### src/rtl/uart_rp_pkg.sv
package uart_rp_pkg;
  typedef enum logic [1:0] {
    PAR_NONE = 2'b00,
    PAR_EVEN = 2'b01,
    PAR_ODD  = 2'b10,
    PAR_ZERO = 2'b11
  } par_e;

  localparam logic [1:0] A_DATA = 2'd0;
  localparam logic [1:0] A_MODE = 2'd1;
  localparam logic [1:0] A_STAT = 2'd2;
  localparam logic [1:0] A_DIV  = 2'd3;

  function automatic logic parity_of(input par_e m, input logic [7:0] d);
    case (m)
      PAR_EVEN: parity_of = ^d;
      PAR_ODD:  parity_of = ~(^d);
      default:  parity_of = 1'b0;
    endcase
  endfunction
endpackage

### src/rtl/uart_rp_baud.sv
module uart_rp_baud #(
  parameter int DIV_W = 8
) (
  input  logic             clk,
  input  logic             rst_n,
  input  logic             clr,
  input  logic [DIV_W-1:0] div,
  output logic             tick
);
  logic [DIV_W-1:0] cnt;

  assign tick = (cnt >= div);

  always_ff @(posedge clk) begin
    if (!rst_n)            cnt <= '0;
    else if (clr || tick)  cnt <= '0;
    else                   cnt <= cnt + 1'b1;
  end
endmodule

### src/rtl/uart_rp_tx.sv
module uart_rp_tx
  import uart_rp_pkg::*;
#(
  parameter int OVS = 16
) (
  input  logic       clk,
  input  logic       rst_n,
  input  logic       tick,
  input  logic       en,
  input  logic       len7,
  input  par_e       par,
  input  logic       stop2,
  input  logic       ld,
  input  logic [7:0] ld_data,
  output logic       start,
  output logic       busy,
  output logic       txd
);
  localparam int SUB_W = $clog2(OVS);
  localparam logic [SUB_W-1:0] SUB_LAST = SUB_W'(OVS - 1);

  typedef enum logic [2:0] {T_IDLE, T_START, T_DATA, T_PAR, T_STOP} tst_e;

  tst_e             st;
  logic [7:0]       data_q;
  logic [SUB_W-1:0] sub;
  logic [2:0]       idx;
  logic             c_len7, c_stop2;
  par_e             c_par;
  logic [7:0]       eff;

  assign busy  = (st != T_IDLE);
  assign start = ld && !busy && en;
  assign eff   = c_len7 ? {1'b0, data_q[6:0]} : data_q;

  always_ff @(posedge clk) begin
    if (!rst_n) begin
      st      <= T_IDLE;
      data_q  <= 8'hFF;
      sub     <= '0;
      idx     <= '0;
      txd     <= 1'b1;
      c_len7  <= 1'b0;
      c_stop2 <= 1'b0;
      c_par   <= PAR_NONE;
    end else if (ld && !busy) begin
      data_q <= ld_data;
      if (en) begin
        st      <= T_START;
        sub     <= '0;
        txd     <= 1'b0;
        c_len7  <= len7;
        c_stop2 <= stop2;
        c_par   <= par;
      end
    end else if (busy && tick) begin
      if (sub != SUB_LAST) begin
        sub <= sub + 1'b1;
      end else begin
        sub <= '0;
        case (st)
          T_START: begin
            st  <= T_DATA;
            idx <= '0;
            txd <= data_q[0];
          end
          T_DATA: begin
            if (idx == (c_len7 ? 3'd6 : 3'd7)) begin
              if (c_par != PAR_NONE) begin
                st  <= T_PAR;
                txd <= parity_of(c_par, eff);
              end else begin
                st  <= T_STOP;
                idx <= '0;
                txd <= 1'b1;
              end
            end else begin
              idx <= idx + 3'd1;
              txd <= data_q[idx + 3'd1];
            end
          end
          T_PAR: begin
            st  <= T_STOP;
            idx <= '0;
            txd <= 1'b1;
          end
          default: begin
            if (c_stop2 && idx == 3'd0) idx <= 3'd1;
            else                        st  <= T_IDLE;
          end
        endcase
      end
    end
  end

  a_r1_idle_line_high: assert property (@(posedge clk) disable iff (!rst_n)
    (st == T_IDLE) |-> txd);
  a_r2_start_bit_low: assert property (@(posedge clk) disable iff (!rst_n)
    $rose(busy) |-> !txd);
  a_r7_busy_write_keeps_data: assert property (@(posedge clk) disable iff (!rst_n)
    (busy && ld) |=> $stable(data_q));
endmodule

### src/rtl/uart_rp_rx.sv
module uart_rp_rx
  import uart_rp_pkg::*;
#(
  parameter int OVS = 16
) (
  input  logic       clk,
  input  logic       rst_n,
  input  logic       tick,
  input  logic       en,
  input  logic       len7,
  input  par_e       par,
  input  logic       rxd_raw,
  output logic       done,
  output logic [7:0] ch,
  output logic       perr,
  output logic       ferr
);
  localparam int SUB_W = $clog2(OVS);
  localparam logic [SUB_W-1:0] SUB_LAST = SUB_W'(OVS - 1);
  localparam logic [SUB_W-1:0] SUB_MID  = SUB_W'(OVS / 2 - 1);

  typedef enum logic [2:0] {R_IDLE, R_START, R_DATA, R_PAR, R_STOP} rst_e;

  rst_e             st;
  logic             s1, s2;
  logic [7:0]       sr;
  logic [SUB_W-1:0] sub;
  logic [2:0]       idx;
  logic             pbit, c_len7;
  par_e             c_par;

  assign ch = c_len7 ? {1'b0, sr[7:1]} : sr;

  always_ff @(posedge clk) begin
    if (!rst_n) begin
      s1 <= 1'b1;
      s2 <= 1'b1;
    end else begin
      s1 <= rxd_raw;
      s2 <= s1;
    end
  end

  always_ff @(posedge clk) begin
    if (!rst_n) begin
      st     <= R_IDLE;
      sr     <= '0;
      sub    <= '0;
      idx    <= '0;
      pbit   <= 1'b0;
      done   <= 1'b0;
      perr   <= 1'b0;
      ferr   <= 1'b0;
      c_len7 <= 1'b0;
      c_par  <= PAR_NONE;
    end else begin
      done <= 1'b0;
      case (st)
        R_IDLE: if (en && !s2) begin
          st     <= R_START;
          sub    <= '0;
          c_len7 <= len7;
          c_par  <= par;
        end
        R_START: if (tick) begin
          if (s2)                  st  <= R_IDLE;
          else if (sub == SUB_MID) begin
            st  <= R_DATA;
            sub <= '0;
            idx <= '0;
          end else                 sub <= sub + 1'b1;
        end
        R_DATA: if (tick) begin
          if (sub == SUB_LAST) begin
            sub <= '0;
            sr  <= {s2, sr[7:1]};
            if (idx == (c_len7 ? 3'd6 : 3'd7))
              st <= (c_par != PAR_NONE) ? R_PAR : R_STOP;
            else
              idx <= idx + 3'd1;
          end else sub <= sub + 1'b1;
        end
        R_PAR: if (tick) begin
          if (sub == SUB_LAST) begin
            sub  <= '0;
            pbit <= s2;
            st   <= R_STOP;
          end else sub <= sub + 1'b1;
        end
        default: if (tick) begin
          if (sub == SUB_LAST) begin
            sub  <= '0;
            done <= 1'b1;
            ferr <= !s2;
            perr <= (c_par != PAR_NONE) && (pbit != parity_of(c_par, ch));
            st   <= R_IDLE;
          end else sub <= sub + 1'b1;
        end
      endcase
    end
  end

  a_r6_short_char_top_zero: assert property (@(posedge clk) disable iff (!rst_n)
    (done && c_len7) |-> (ch[7] == 1'b0));
endmodule

### src/rtl/uart_regport.sv
module uart_regport
  import uart_rp_pkg::*;
#(
  parameter int         OVS      = 16,
  parameter logic [7:0] DIV_INIT = 8'd53
) (
  input  logic       clk,
  input  logic       rst_n,
  input  logic [1:0] bus_addr,
  input  logic       bus_wr,
  input  logic       bus_rd,
  input  logic [7:0] bus_wdata,
  output logic [7:0] bus_rdata,
  output logic       txd,
  input  logic       rxd
);
  localparam int MODE_W = 6;

  logic [MODE_W-1:0] mode_q;
  logic [7:0]        div_q, rxbuf;
  logic              rdy, per, fer, ovr;
  logic              tx_tick, rx_tick, tx_start, tx_busy;
  logic              rx_done, rx_perr, rx_ferr;
  logic [7:0]        rx_ch;
  logic              wr_data, rd_data, rd_stat;
  logic              m_txen, m_rxen, m_len7, m_stop2;
  par_e              m_par;

  assign m_txen  = mode_q[0];
  assign m_rxen  = mode_q[1];
  assign m_par   = par_e'(mode_q[3:2]);
  assign m_len7  = mode_q[4];
  assign m_stop2 = mode_q[5];

  assign wr_data = bus_wr && (bus_addr == A_DATA);
  assign rd_data = bus_rd && (bus_addr == A_DATA);
  assign rd_stat = bus_rd && (bus_addr == A_STAT);

  uart_rp_baud #(.DIV_W(8)) u_tx_baud (
    .clk(clk), .rst_n(rst_n), .clr(tx_start), .div(div_q), .tick(tx_tick));

  uart_rp_baud #(.DIV_W(8)) u_rx_baud (
    .clk(clk), .rst_n(rst_n), .clr(1'b0), .div(div_q), .tick(rx_tick));

  uart_rp_tx #(.OVS(OVS)) u_tx (
    .clk(clk), .rst_n(rst_n), .tick(tx_tick), .en(m_txen), .len7(m_len7),
    .par(m_par), .stop2(m_stop2), .ld(wr_data), .ld_data(bus_wdata),
    .start(tx_start), .busy(tx_busy), .txd(txd));

  uart_rp_rx #(.OVS(OVS)) u_rx (
    .clk(clk), .rst_n(rst_n), .tick(rx_tick), .en(m_rxen), .len7(m_len7),
    .par(m_par), .rxd_raw(rxd), .done(rx_done), .ch(rx_ch),
    .perr(rx_perr), .ferr(rx_ferr));

  always_ff @(posedge clk) begin
    if (!rst_n) begin
      mode_q <= '0;
      div_q  <= DIV_INIT;
      rxbuf  <= '0;
      rdy    <= 1'b0;
      per    <= 1'b0;
      fer    <= 1'b0;
      ovr    <= 1'b0;
    end else begin
      if (bus_wr && bus_addr == A_MODE) mode_q <= bus_wdata[MODE_W-1:0];
      if (bus_wr && bus_addr == A_DIV)  div_q  <= bus_wdata;
      if (rx_done) rxbuf <= rx_ch;
      rdy <= (rdy && !rd_data) || rx_done;
      per <= (per && !rd_stat) || (rx_done && rx_perr);
      fer <= (fer && !rd_stat) || (rx_done && rx_ferr);
      ovr <= (ovr && !rd_stat) || (rx_done && rdy && !rd_data);
    end
  end

  always_comb begin
    case (bus_addr)
      A_DATA:  bus_rdata = rxbuf;
      A_MODE:  bus_rdata = {{(8-MODE_W){1'b0}}, mode_q};
      A_STAT:  bus_rdata = {3'b000, tx_busy, rdy, ovr, fer, per};
      default: bus_rdata = div_q;
    endcase
  end

  a_r10_overrun_flag: assert property (@(posedge clk) disable iff (!rst_n)
    (rx_done && rdy && !rd_data) |=> ovr);
  a_r11_status_read_clears: assert property (@(posedge clk) disable iff (!rst_n)
    (rd_stat && !rx_done) |=> (!per && !fer && !ovr));
  a_r5_write_keeps_buffer: assert property (@(posedge clk) disable iff (!rst_n)
    (wr_data && !rx_done) |=> $stable(rxbuf));
endmodule

### config.mk
export PLATFORM = sky130hd
export DESIGN_NAME = uart_regport
export DESIGN_NICKNAME = d
export VERILOG_FILES = /design/src/rtl/uart_rp_pkg.sv /design/src/rtl/uart_rp_baud.sv /design/src/rtl/uart_rp_tx.sv /design/src/rtl/uart_rp_rx.sv /design/src/rtl/uart_regport.sv
export SDC_FILE = /design/constraint.sdc
export NUM_CORES = 1
export LEC_CHECK = 0
export ABC_AREA = 1
export BUFFER_PORTS_ARGS = -buffer_cell sky130_fd_sc_hd__buf_2
export CORE_MARGIN = 2
export CORE_UTILIZATION = 34
export CTS_CLUSTER_DIAMETER = 80
export DETAILED_ROUTE_END_ITERATION = 12
export PLACE_DENSITY_LB_ADDON = 0.3
export SETUP_SLACK_MARGIN = 0.2
export SYNTH_ARGS = -nofsm -noshare
export SYNTH_HDL_FRONTEND = slang
export SYNTH_SLANG_ARGS = --single-unit
export TNS_END_PERCENT = 100
### constraint.sdc
create_clock -name clk -period 2.4 [get_ports clk]
set_clock_uncertainty 0.2 [all_clocks]
set_input_delay 0.24 -clock clk [delete_from_list [all_inputs] [get_ports clk]]
set_output_delay 0.24 -clock clk [all_outputs]
set_load 0.05 [all_outputs]
==> flow_metrics.py, run 1 <==
metrics = {
    "synthesis": {
        "synth.distinct_cells": 47,
        "synth_fa_ha_area_frac": 0.05746,
        "synth_edf_count": 0,
        "synthMuxAreaShare": 0,
        "ys.flop_type": "dfxtp_1",
        "ys_async_sr_fraction": 0,
        "yosysWarnings": 0,
        "syn_avg_cell_area_sq_um": 7.135,
        "yosysMostFrequentCell": "nand2_1",
        "synth-simple-area-share": 0.2933,
        "yosys-top-cells-area": "dfxtp_1, nand2_1, a21oi_1",
        "syn-cell-area_sq_um": 5009,
        "syn_nets": 740,
        "yosysTopAreaCell": "dfxtp_1",
        "synth_seq_cells": 92,
        "synthXorXnorAreaFrac": 0.03323,
        "ys_top_cells_by_count": "nand2_1, dfxtp_1, inv_1, a21oi_1, nor2_1",
        "synth_top_cell_area_share": 0.3677,
        "seq_area_frac_synth": 0.3677,
        "synth_compound_area_frac": 0.1594,
        "synth_top_family_by_area": "simple AND/OR/NAND/NOR gates",
        "netlist_instances": 702,
    },
    "final_layout": {
        "area_delta_synth_final_pct": 16.09,
        "final_nets": 779,
        "fin_util": 0.4016,
        "fin_cells": 929,
        "drive_gt1_frac": 0.1664,
        "antennaDiodeCount": 0,
        "stdcell_area_sq_um": 5814,
    },
    "critical_path": {
        "crit_fanout": 5,
        "r2r_cells": 10,
        "start_kind": "flip-flop",
        "rr_startpoint": "u_rx_baud.cnt[5]",
        "cp.required_ns": 2.48,
        "regToRegSetupSlack_ns": 0.27,
        "max_stage_delay_ns": 0.39,
        "crit_type": "reg2reg",
        "slowest_stage": "dfxtp_2",
        "endpoint_kind": "flip-flop",
        "cp.arrival_ns": 2.21,
        "r2r_end": "u_rx.sub[3]",
        "cpLargestDelayFamily": "compound AO/OA/AOI/OAI gates",
        "cp.buffers_inverters": 1,
        "worstPathCellList": "ha_4 > a21oi_2 > nor2_2 > a211oi_4 > nand2_4 > a21oi_4 > inv_2 > nand2_4 > nand2_1 > a21oi_1",
        "cpMostUsedCell": "nand2_4",
    },
    "floorplan": {
        "die-area_sq_um": 15720,
        "dieWidth_um": 125.4,
        "die_y_um": 125.4,
        "io_pins": 24,
        "start_util": 0.3459,
        "num_rows": 44,
        "coreArea_sq_um": 14480,
    },
    "timing": {
        "rsz0062_at_grt": "yes",
        "slew_viol_final": 0,
        "slew-limit-headroom": 0.6709,
        "max_freq_ghz": 0.4699,
        "min_period_ns": 2.128,
        "tightest_slew_ns": 0.4929,
        "finalHoldViolations": 0,
        "period_share": 0.8867,
        "setup_viol": 0,
        "tns_ns": 0,
    },
    "worst_hold_path": {
        "hp-start": "bus_rd",
        "hold_path_class": "in2reg",
        "min_to": "rdy",
        "hold_path_depth": 4,
    },
    "clock_tree": {
        "cts_tree": "done",
        "cts.path.max_buffers": 2,
        "cts-root-buf": "clkbuf_16",
        "numCtsBuffers": 9,
        "cts.clk_slew.worst_paths_ns": 0.07,
        "clock-sinks": 92,
        "h-tree-depth": 3,
        "clkLatencyLatePin_ns": 0.35,
    },
    "detailed_routing": {
        "firstDrtPassIters": 7,
        "wl_per_cell_um": 12.87,
        "route.detailed.drc": 0,
        "via_count": 4436,
        "drt_iter0_markers": 285,
        "wl_um": 11960,
        "vias_per_cell": 4.775,
        "antenna_left": 0,
    },
    "grt": {
        "met3_usage": 0.02139,
        "gr-total-overflow": 0,
        "track_usage": 0.1506,
        "first_global_vias": 3952,
        "grt_pass1_wl_um": 19440,
        "grt_use_met2": 0.2327,
        "grtUsageMet1": 0.2143,
        "antenna_found_initial": 0,
        "grt-busiest-layer": "met2",
        "grt_max_degree": 27,
    },
    "pwr": {
        "leakage_uw": 0.002535,
        "powerDensity_nw_per_um2": 555.2,
        "max-vdd-ir-drop_mv": 0.3097,
    },
    "place": {
        "gp_congestion": 0.8377,
        "dp_hpwl_um": 8605,
        "portBuffers": 23,
        "dpl_cell_area_sq_um": 5334,
        "place_inst": 902,
    },
    "run_status": {
        "run_status": "finished, final reports clean",
    },
    "job": {
        "maxCapViolCount": 0,
    },
}
[layer usage]
layer  vias to the layer above  share of wire
li1                       2367              -
met1                      1988           0.51
met2                        69           0.45
met3                        12          0.025
met4                         0          0.017
met5                         -              0
[how the worst max path moves through the flow]
stage / startpoint / endpoint / cells past startpoint
CTS: div_q[5] / u_rx.sub[1] / 11
floorplan: div_q[5] / u_rx.sub[1] / 11
finish: u_rx_baud.cnt[5] / u_rx.sub[3] / 10
global placement: div_q[5] / u_rx.sub[0] / 12
global route: u_rx_baud.cnt[5] / u_rx.sub[3] / 10
detailed placement: div_q[5] / u_rx.sub[1] / 11
[sequential cells by signal, indices dropped and copies added (netlist names), 2 cells and up]
signal	flops
u_rx_baud.cnt	8
u_rx.sr	8
u_tx.st	3
u_rx.sub	4
u_tx.c_par	2
u_rx.st	3
u_tx.idx	3
u_tx_baud.cnt	8
u_rx.c_par	2
u_tx.data_q	8
mode_q	6
u_tx.sub	4
div_q	8
rxbuf	8
u_rx.idx	3
[placed cells by master, fill, tap and decap left out, types with 4 or more instances in the layout]
cell type	count
o21ai_1	5
nor3b_1	6
nand3_1	47
clkbuf_16	9
o21ai_0	47
nor3_2	5
ha_1	19
o211ai_1	5
inv_1	74
dlygate4sd3_1	9
xor2_1	13
nor2_4	6
inv_2	13
nor2_2	8
xnor2_1	6
nor2_1	52
buf_4	11
a21oi_2	4
buf_2	23
inv_6	4
dfxtp_2	5
a21oi_1	61
nand2_2	15
nand2_1	164
dfxtp_1	87
[cells by family after synthesis]
| kind of cell | Yosys count |
|---|---|
| buf+inv | 106 |
| fa+ha+maj | 23 |
| compound gates | 140 |
| xor+xnor | 19 |
| simple gates | 322 |
| flops | 92 |
[power by group]
part | switching [uW] | total (uW) | internal (uW)
registers | 24.4 | 1580 | 1560
logic | 191 | 294 | 103
clock network | 643 | 1350 | 708
total | 858 | 3230 | 2370
[timing repair]
item	in CTS	in global routing
endpoints found under the hold margin	13	0
endpoints found under the setup margin	0	28
resized for setup	0	27
buffers inserted	0	3
hold buffers	9	0
[final cells by class]
class                           count  area (sq um)
Fill cell                        1506          8665
Multi-Input combinational cell    504          2810
Sequential cell                    92          1848
Inverter                           90         345.3
Timing Repair Buffer               44         307.8
Tap cell                          184         230.2
Clock buffer                        9         225.2
Clock inverter                      6         47.55
[worst reg2reg max path: cells and delay by family, from the launching register on]
family / cells / cell delay [ns]
buffers and inverters: 1 / 0.07
AOI/OAI and AO/OA: 4 / 0.86
DFF: 1 / 0.39
adders and majority gates: 1 / 0.22
and+or+nand+nor: 4 / 0.31
[metrics by stage]
| stage | setup WS, ns | total power [uW] | hold slack [ns] |
|---|---|---|---|
| 2_1_floorplan | 0.4420 | 1805 | 0.1466 |
| 3_3_place_gp | 0.2729 | 1886 | 0.1952 |
| 3_5_place_dp | 0.2419 | 1887 | 0.2029 |
| 4_1_cts | 0.2230 | 3246 | 0.03017 |
| 5_1_grt | 0.1667 | 3355 | 0.05582 |
| 6_report | 0.2720 | 3228 | 0.02521 |
(Power assumes the default switching activity.)
==> run 2: changes to the inputs <==
==> constraint.sdc (replaced) <==
create_clock -name clk -period 1.7 [get_ports clk]
set_clock_uncertainty 0.2 [all_clocks]
set_input_delay 0.17 -clock clk [delete_from_list [all_inputs] [get_ports clk]]
set_output_delay 0.17 -clock clk [all_outputs]
set_load 0.05 [all_outputs]
==> run 2 against run 1 <==
Compared with the run above: the flow now finishes with violations (negative setup slack); cell count up 12%; clock power increased by 43%; register-to-register slack lost 0.61 ns; non-clock buffer count grew 107; largest power group unchanged.
==> flow_metrics.py, run 2 (synthesis gave the netlist of run 1 again) <==
metrics = {
    "final_layout": {
        "final_cell_mix": "nand2_1, buf_4, dfxtp_1",
        "fin_cells": 1036,
        "mostFrequentLayoutCell": "nand2_1",
        "fin_util": 0.5239,
        "antennaDiodeCount": 0,
        "area.sequential_sq_um": 1864,
        "stdcell_area_sq_um": 7585,
        "multi_input_area_sq_um": 3508,
        "final_nets": 886,
        "drive_gt1_frac": 0.4190,
        "area_delta_synth_final_pct": 51.44,
        "fill_cells": 1286,
    },
    "floorplan": {
        "io_pins": 24,
        "die_y_um": 125.4,
        "coreArea_sq_um": 14480,
        "start_util": 0.3459,
        "num_rows": 44,
        "dieWidth_um": 125.4,
        "die-area_sq_um": 15720,
    },
    "critical_path": {
        "r2r_cells": 11,
        "cp.arrival_ns": 2.13,
        "crit_type": "reg2reg",
        "worstPathCellList": "inv_4 > ha_4 > a21oi_2 > nor2_2 > a211oi_4 > buf_6 > nand2_8 > a21oi_4 > buf_4 > o21ai_0 > a21oi_1",
        "regToRegSetupSlack_ns": -0.34,
        "max_stage_delay_ns": 0.33,
        "crit_fanout": 4,
        "crit_start": "div_q[5]",
        "slowest_stage": "dfxtp_2",
        "cp.required_ns": 1.79,
        "cp_num_cells": 11,
        "cpLargestDelayFamily": "compound AO/OA/AOI/OAI gates",
        "endpoint_kind": "flip-flop",
        "rr_startpoint": "div_q[5]",
        "start_kind": "flip-flop",
        "r2r_end": "u_rx.st[0]",
        "endpoint": "u_rx.st[0]",
        "cp.buffers_inverters": 3,
    },
    "grt": {
        "first_global_vias": 4534,
        "gr-total-overflow": 0,
        "antenna_found_initial": 0,
        "track_usage": 0.1715,
        "grt_pass1_wl_um": 21820,
        "grt_max_degree": 20,
    },
    "clock_tree": {
        "cts.path.max_buffers": 2,
        "clock-sinks": 92,
        "cts_tree": "done",
        "numCtsBuffers": 9,
        "cts.clk_slew.worst_paths_ns": 0.07,
        "cts-root-buf": "clkbuf_16",
        "h-tree-depth": 3,
        "clkLatencyLatePin_ns": 0.35,
    },
    "detailed_routing": {
        "via_count": 4963,
        "drt_iter0_markers": 224,
        "route.detailed.drc": 0,
        "wl_um": 13730,
        "antenna_left": 0,
        "wl_per_cell_um": 13.25,
        "firstDrtPassIters": 6,
        "vias_per_cell": 4.791,
    },
    "timing": {
        "setup_viol": 57,
        "min_period_ns": 2.041,
        "slew-limit-headroom": 0.7592,
        "rsz0062_at_grt": "yes",
        "max_freq_ghz": 0.4900,
        "setup_ws_ns": -0.3407,
        "finalHoldViolations": 0,
        "period_share": 1.200,
        "slew_viol_final": 0,
        "tightest_slew_ns": 0.3584,
    },
    "run_status": {
        "run_status": "complete, but fails checks",
        "violations": "negative setup slack",
    },
    "pwr": {
        "max-vdd-ir-drop_mv": 0.6463,
        "leakage_uw": 0.003259,
        "powerDensity_nw_per_um2": 637.8,
    },
    "place": {
        "dpl_cell_area_sq_um": 6056,
        "gp_congestion": 0.8305,
        "dp_hpwl_um": 9368,
        "place_inst": 984,
        "place_ws_ns": -0.3917,
        "portBuffers": 23,
    },
    "worst_hold_path": {
        "hold_path_class": "in2reg",
    },
    "job": {
        "maxCapViolCount": 0,
    },
}
[run 2: cell count changes in the layout (fill, tap and decap cells not counted), moves of 18 or more]
| cell | previous run | this run |
|---|---|---|
| buf_6 | 0 | 32 |
| inv_1 | 74 | 55 |
| buf_4 | 11 | 86 |
| nand2_1 | 164 | 141 |
| o21ai_0 | 47 | 29 |
[run 2: worst min-delay path, delay by kind of cell]
kind	cells	cell delay, ns
buf+inv	1	0.13
simple gates	3	0.32
[run 2: area by class of cell]
cell class / instances / share of cell area
Multi-Input combinational cell: 504 / 0.4626
Sequential cell: 92 / 0.2458
Timing Repair Buffer: 151 / 0.1745
Inverter: 90 / 0.05015
Clock buffer: 10 / 0.03151
Tap cell: 184 / 0.03035
Clock inverter: 5 / 0.005114
[run 2: worst min-delay path by stage]
stage / to / slack (ns) / startpoint / cells after the start
2_1_floorplan: u_rx.s1 / 0.08 / rxd / 1
3_3_place_gp: u_rx.s1 / 0.17 / rxd / 2
3_5_place_dp: u_rx.s1 / 0.17 / rxd / 2
4_1_cts: div_q[0] / 0.11 / bus_wr / 4
5_1_grt: div_q[0] / 0.21 / bus_wr / 4
6_report: div_q[0] / 0.11 / bus_wr / 4
[run 2: routing by layer]
metal  track usage  wire, um
met5             0         0
met4       0.07059       306
met3       0.03209       399
met2        0.2775      6637
met1        0.2257      6384
[run 2: power by group]
group / total, uW / switching (uW) / internal, uW
registers: 2240 / 37.6 / 2200
clock network: 1930 / 897 / 1030
logic: 674 / 370 / 303
total: 4840 / 1300 / 3530
[run 2: through the flow]
step	hold slack (ns)	power [uW]	setup TNS, ns
2_1_floorplan	0.07658	2558	-3.488
3_3_place_gp	0.1674	2747	-11.97
3_5_place_dp	0.1703	2750	-13.46
4_1_cts	0.1055	4796	-10.35
5_1_grt	0.2080	5021	-17.31
6_report	0.1099	4838	-11.65
[run 2: repair_timing]
action / in CTS / in global routing
buffers inserted: 12 / 13
cloned: 0 / 1
pin swaps: 45 / 42
endpoints found under the setup margin: 72 / 79
hold buffers: 11 / 0
gates resized for setup: 132 / 120
hold endpoints to repair: 25 / 0
==> run 3: changes to the inputs <==
--- a/config.mk
+++ b/config.mk
@@ -8,7 +8,7 @@
 export ABC_AREA = 1
 export BUFFER_PORTS_ARGS = -buffer_cell sky130_fd_sc_hd__buf_2
 export CORE_MARGIN = 2
-export CORE_UTILIZATION = 34
+export CORE_UTILIZATION = 56
 export CTS_CLUSTER_DIAMETER = 80
 export DETAILED_ROUTE_END_ITERATION = 12
 export PLACE_DENSITY_LB_ADDON = 0.3
==> run 3 against run 2 <==
Compared with the run above: the flow still finishes with violations (negative setup slack); worst hold slack got worse by 0.0022 ns; sequential power about the same; non-clock buffer count decreased by 7; die area is 38% lower.
==> flow_metrics.py, run 3 (synthesis gave the netlist of run 1 again) <==
metrics = {
    "run_status": {
        "violations": "negative setup slack",
        "run_status": "complete, but fails checks",
    },
    "detailed_routing": {
        "firstDrtPassIters": 8,
        "vias_per_cell": 6.584,
        "via_count": 6281,
        "route.detailed.drc": 0,
        "wl_per_cell_um": 22.97,
        "antenna_left": 0,
        "drt_iter0_markers": 730,
        "wl_um": 21920,
    },
    "job": {
        "maxCapViolCount": 0,
    },
    "pwr": {
        "comb_power_share": 0.157,
        "sw_frac_of_total": 0.3170,
        "p_int_uw": 3216,
        "leakage_uw": 0.003165,
        "max-vdd-ir-drop_mv": 0.6432,
        "power_uw": 4709,
        "seqPwrFrac": 0.478,
        "switchingPower_uw": 1493,
        "powerDensity_nw_per_um2": 646.3,
        "clkPwrFrac": 0.366,
    },
    "critical_path": {
        "regToRegSetupSlack_ns": -0.86,
        "r2r_cells": 11,
        "cp.arrival_ns": 2.61,
        "max_stage_delay_ns": 0.39,
        "rr_startpoint": "div_q[5]",
        "crit_type": "reg2reg",
        "start_kind": "flip-flop",
        "crit_fanout": 5,
        "worstPathCellList": "inv_4 > ha_4 > a21oi_2 > nor2_2 > a211oi_4 > nand2_4 > buf_4 > nand3_4 > inv_1 > o21ai_1 > a21oi_1",
        "slowest_stage": "o21ai_1",
        "crit_start": "div_q[5]",
        "r2r_end": "u_rx.ferr",
        "endpoint": "u_rx.ferr",
        "endpoint_kind": "flip-flop",
        "cp.required_ns": 1.75,
    },
    "final_layout": {
        "drive_gt1_frac": 0.4196,
        "final_nets": 879,
        "stdcell_area_sq_um": 7286,
        "antennaDiodeCount": 0,
        "mostFrequentLayoutCell": "nand2_1",
        "final_cell_mix": "nand2_1, buf_4, dfxtp_1",
        "area_delta_synth_final_pct": 45.47,
        "fill_cells": 395,
    },
    "floorplan": {
        "num_rows": 34,
        "coreArea_sq_um": 8678,
        "dieWidth_um": 98.57,
        "die_y_um": 98.57,
        "start_util": 0.5771,
        "die-area_sq_um": 9716,
        "io_pins": 24,
    },
    "timing": {
        "slew_viol_final": 0,
        "period_share": 1.503,
        "slew-limit-headroom": 0.6429,
        "max_freq_ghz": 0.3913,
        "whs_ns": 0.1077,
        "setup_viol": 63,
        "setup_ws_ns": -0.8554,
        "rsz0062_at_grt": "yes",
        "tightest_slew_ns": 0.5349,
        "min_period_ns": 2.555,
        "finalHoldViolations": 0,
    },
    "clock_tree": {
        "h-tree-depth": 3,
        "clock-sinks": 92,
        "cts-root-buf": "clkbuf_8",
        "numCtsBuffers": 9,
        "cts.clk_slew.worst_paths_ns": 0.12,
        "clkLatencyLatePin_ns": 0.40,
        "cts.path.max_buffers": 2,
        "cts_tree": "done",
    },
    "grt": {
        "antenna_found_initial": 0,
        "first_global_vias": 5479,
        "track_usage": 0.3355,
        "grt_max_degree": 27,
        "grt_pass1_wl_um": 26150,
        "gr-total-overflow": 0,
    },
    "place": {
        "place_ws_ns": -0.3879,
        "dp_hpwl_um": 9444,
        "portBuffers": 23,
        "dpl_cell_area_sq_um": 5883,
        "gp_congestion": 0.8820,
    },
    "worst_hold_path": {
        "hold_path_class": "in2reg",
    },
}
==> run 3: cell count changes in the layout (fill, tap and decap cells not counted), moves of 4 or more <==
cell and delta:
clkbuf_16 -10, clkbuf_8 +8, dfxtp_1 -8, dfxtp_2 +7, nor2_4 -5, buf_6 -4
==> run 3: critical path: cells and delay by family, from the launching register on <==
| kind | cells | cell delay (ns) |
|---|---|---|
| simple gates | 3 | 0.29 |
| fa+ha+maj | 1 | 0.24 |
| buf+inv | 3 | 0.41 |
| flops | 1 | 0.35 |
| compound gates | 4 | 0.91 |
==> run 3: what timing repair did <==
item | in CTS | in global routing
cloned | 2 | 0
buffers inserted | 8 | 15
endpoints found under the hold margin | 34 | 2
setup endpoints to repair | 72 | 80
hold buffers | 11 | 1
pin swaps | 31 | 36
gates resized for setup | 152 | 96
==> run 3: stage by stage <==
stage | setup TNS, ns | util | instances
after global placement | -11.84 | 0.6779 | 901
after detailed placement | -14.85 | 0.6779 | 901
after CTS | -11.10 | 0.7842 | 938
after global routing | -28.03 | 0.8395 | 954
final | -24.58 | 0.8395 | 954
after floorplan | -3.488 | - | 702
==> run 3: routing by layer <==
metal  GRT usage  wire length, um
met5           0                0
met4      0.1718             2310
met3     0.08865             2697
met1      0.3811             6939
met2      0.5798             9967
==> run 3: power groups by stage <==
stage               Sequential, uW  Clock, uW  Combinational [uW]
global route                  2250       1760                 764
detailed placement            2280          0                 459
CTS                           2240       1630                 584
finish                        2250       1720                 737
global placement              2280          0                 443
floorplan                     2270          0                 284
==> run 3: cell type report <==
class	instances	area (sq um)	share of cell area
Clock buffer	9	123.9	0.01700
Tap cell	108	135.1	0.01855
Multi-Input combinational cell	504	3468	0.4760
Sequential cell	92	1877	0.2576
Inverter	90	372.9	0.05118
Clock inverter	7	92.59	0.01271
Timing Repair Buffer	144	1216	0.1669
==> run 3: worst min-delay path by stage <==
stage / from / end / slack, ns / cells after the start
final: rst_n / u_tx.data_q[4] / 0.11 / 3
after global routing: rst_n / u_tx.data_q[4] / 0.1 / 3
after CTS: rst_n / u_tx_baud.cnt[2] / -0.03 / 3
after detailed placement: rxd / u_rx.s1 / 0.16 / 2
after global placement: rxd / u_rx.s1 / 0.16 / 2
after floorplan: rxd / u_rx.s1 / 0.08 / 1
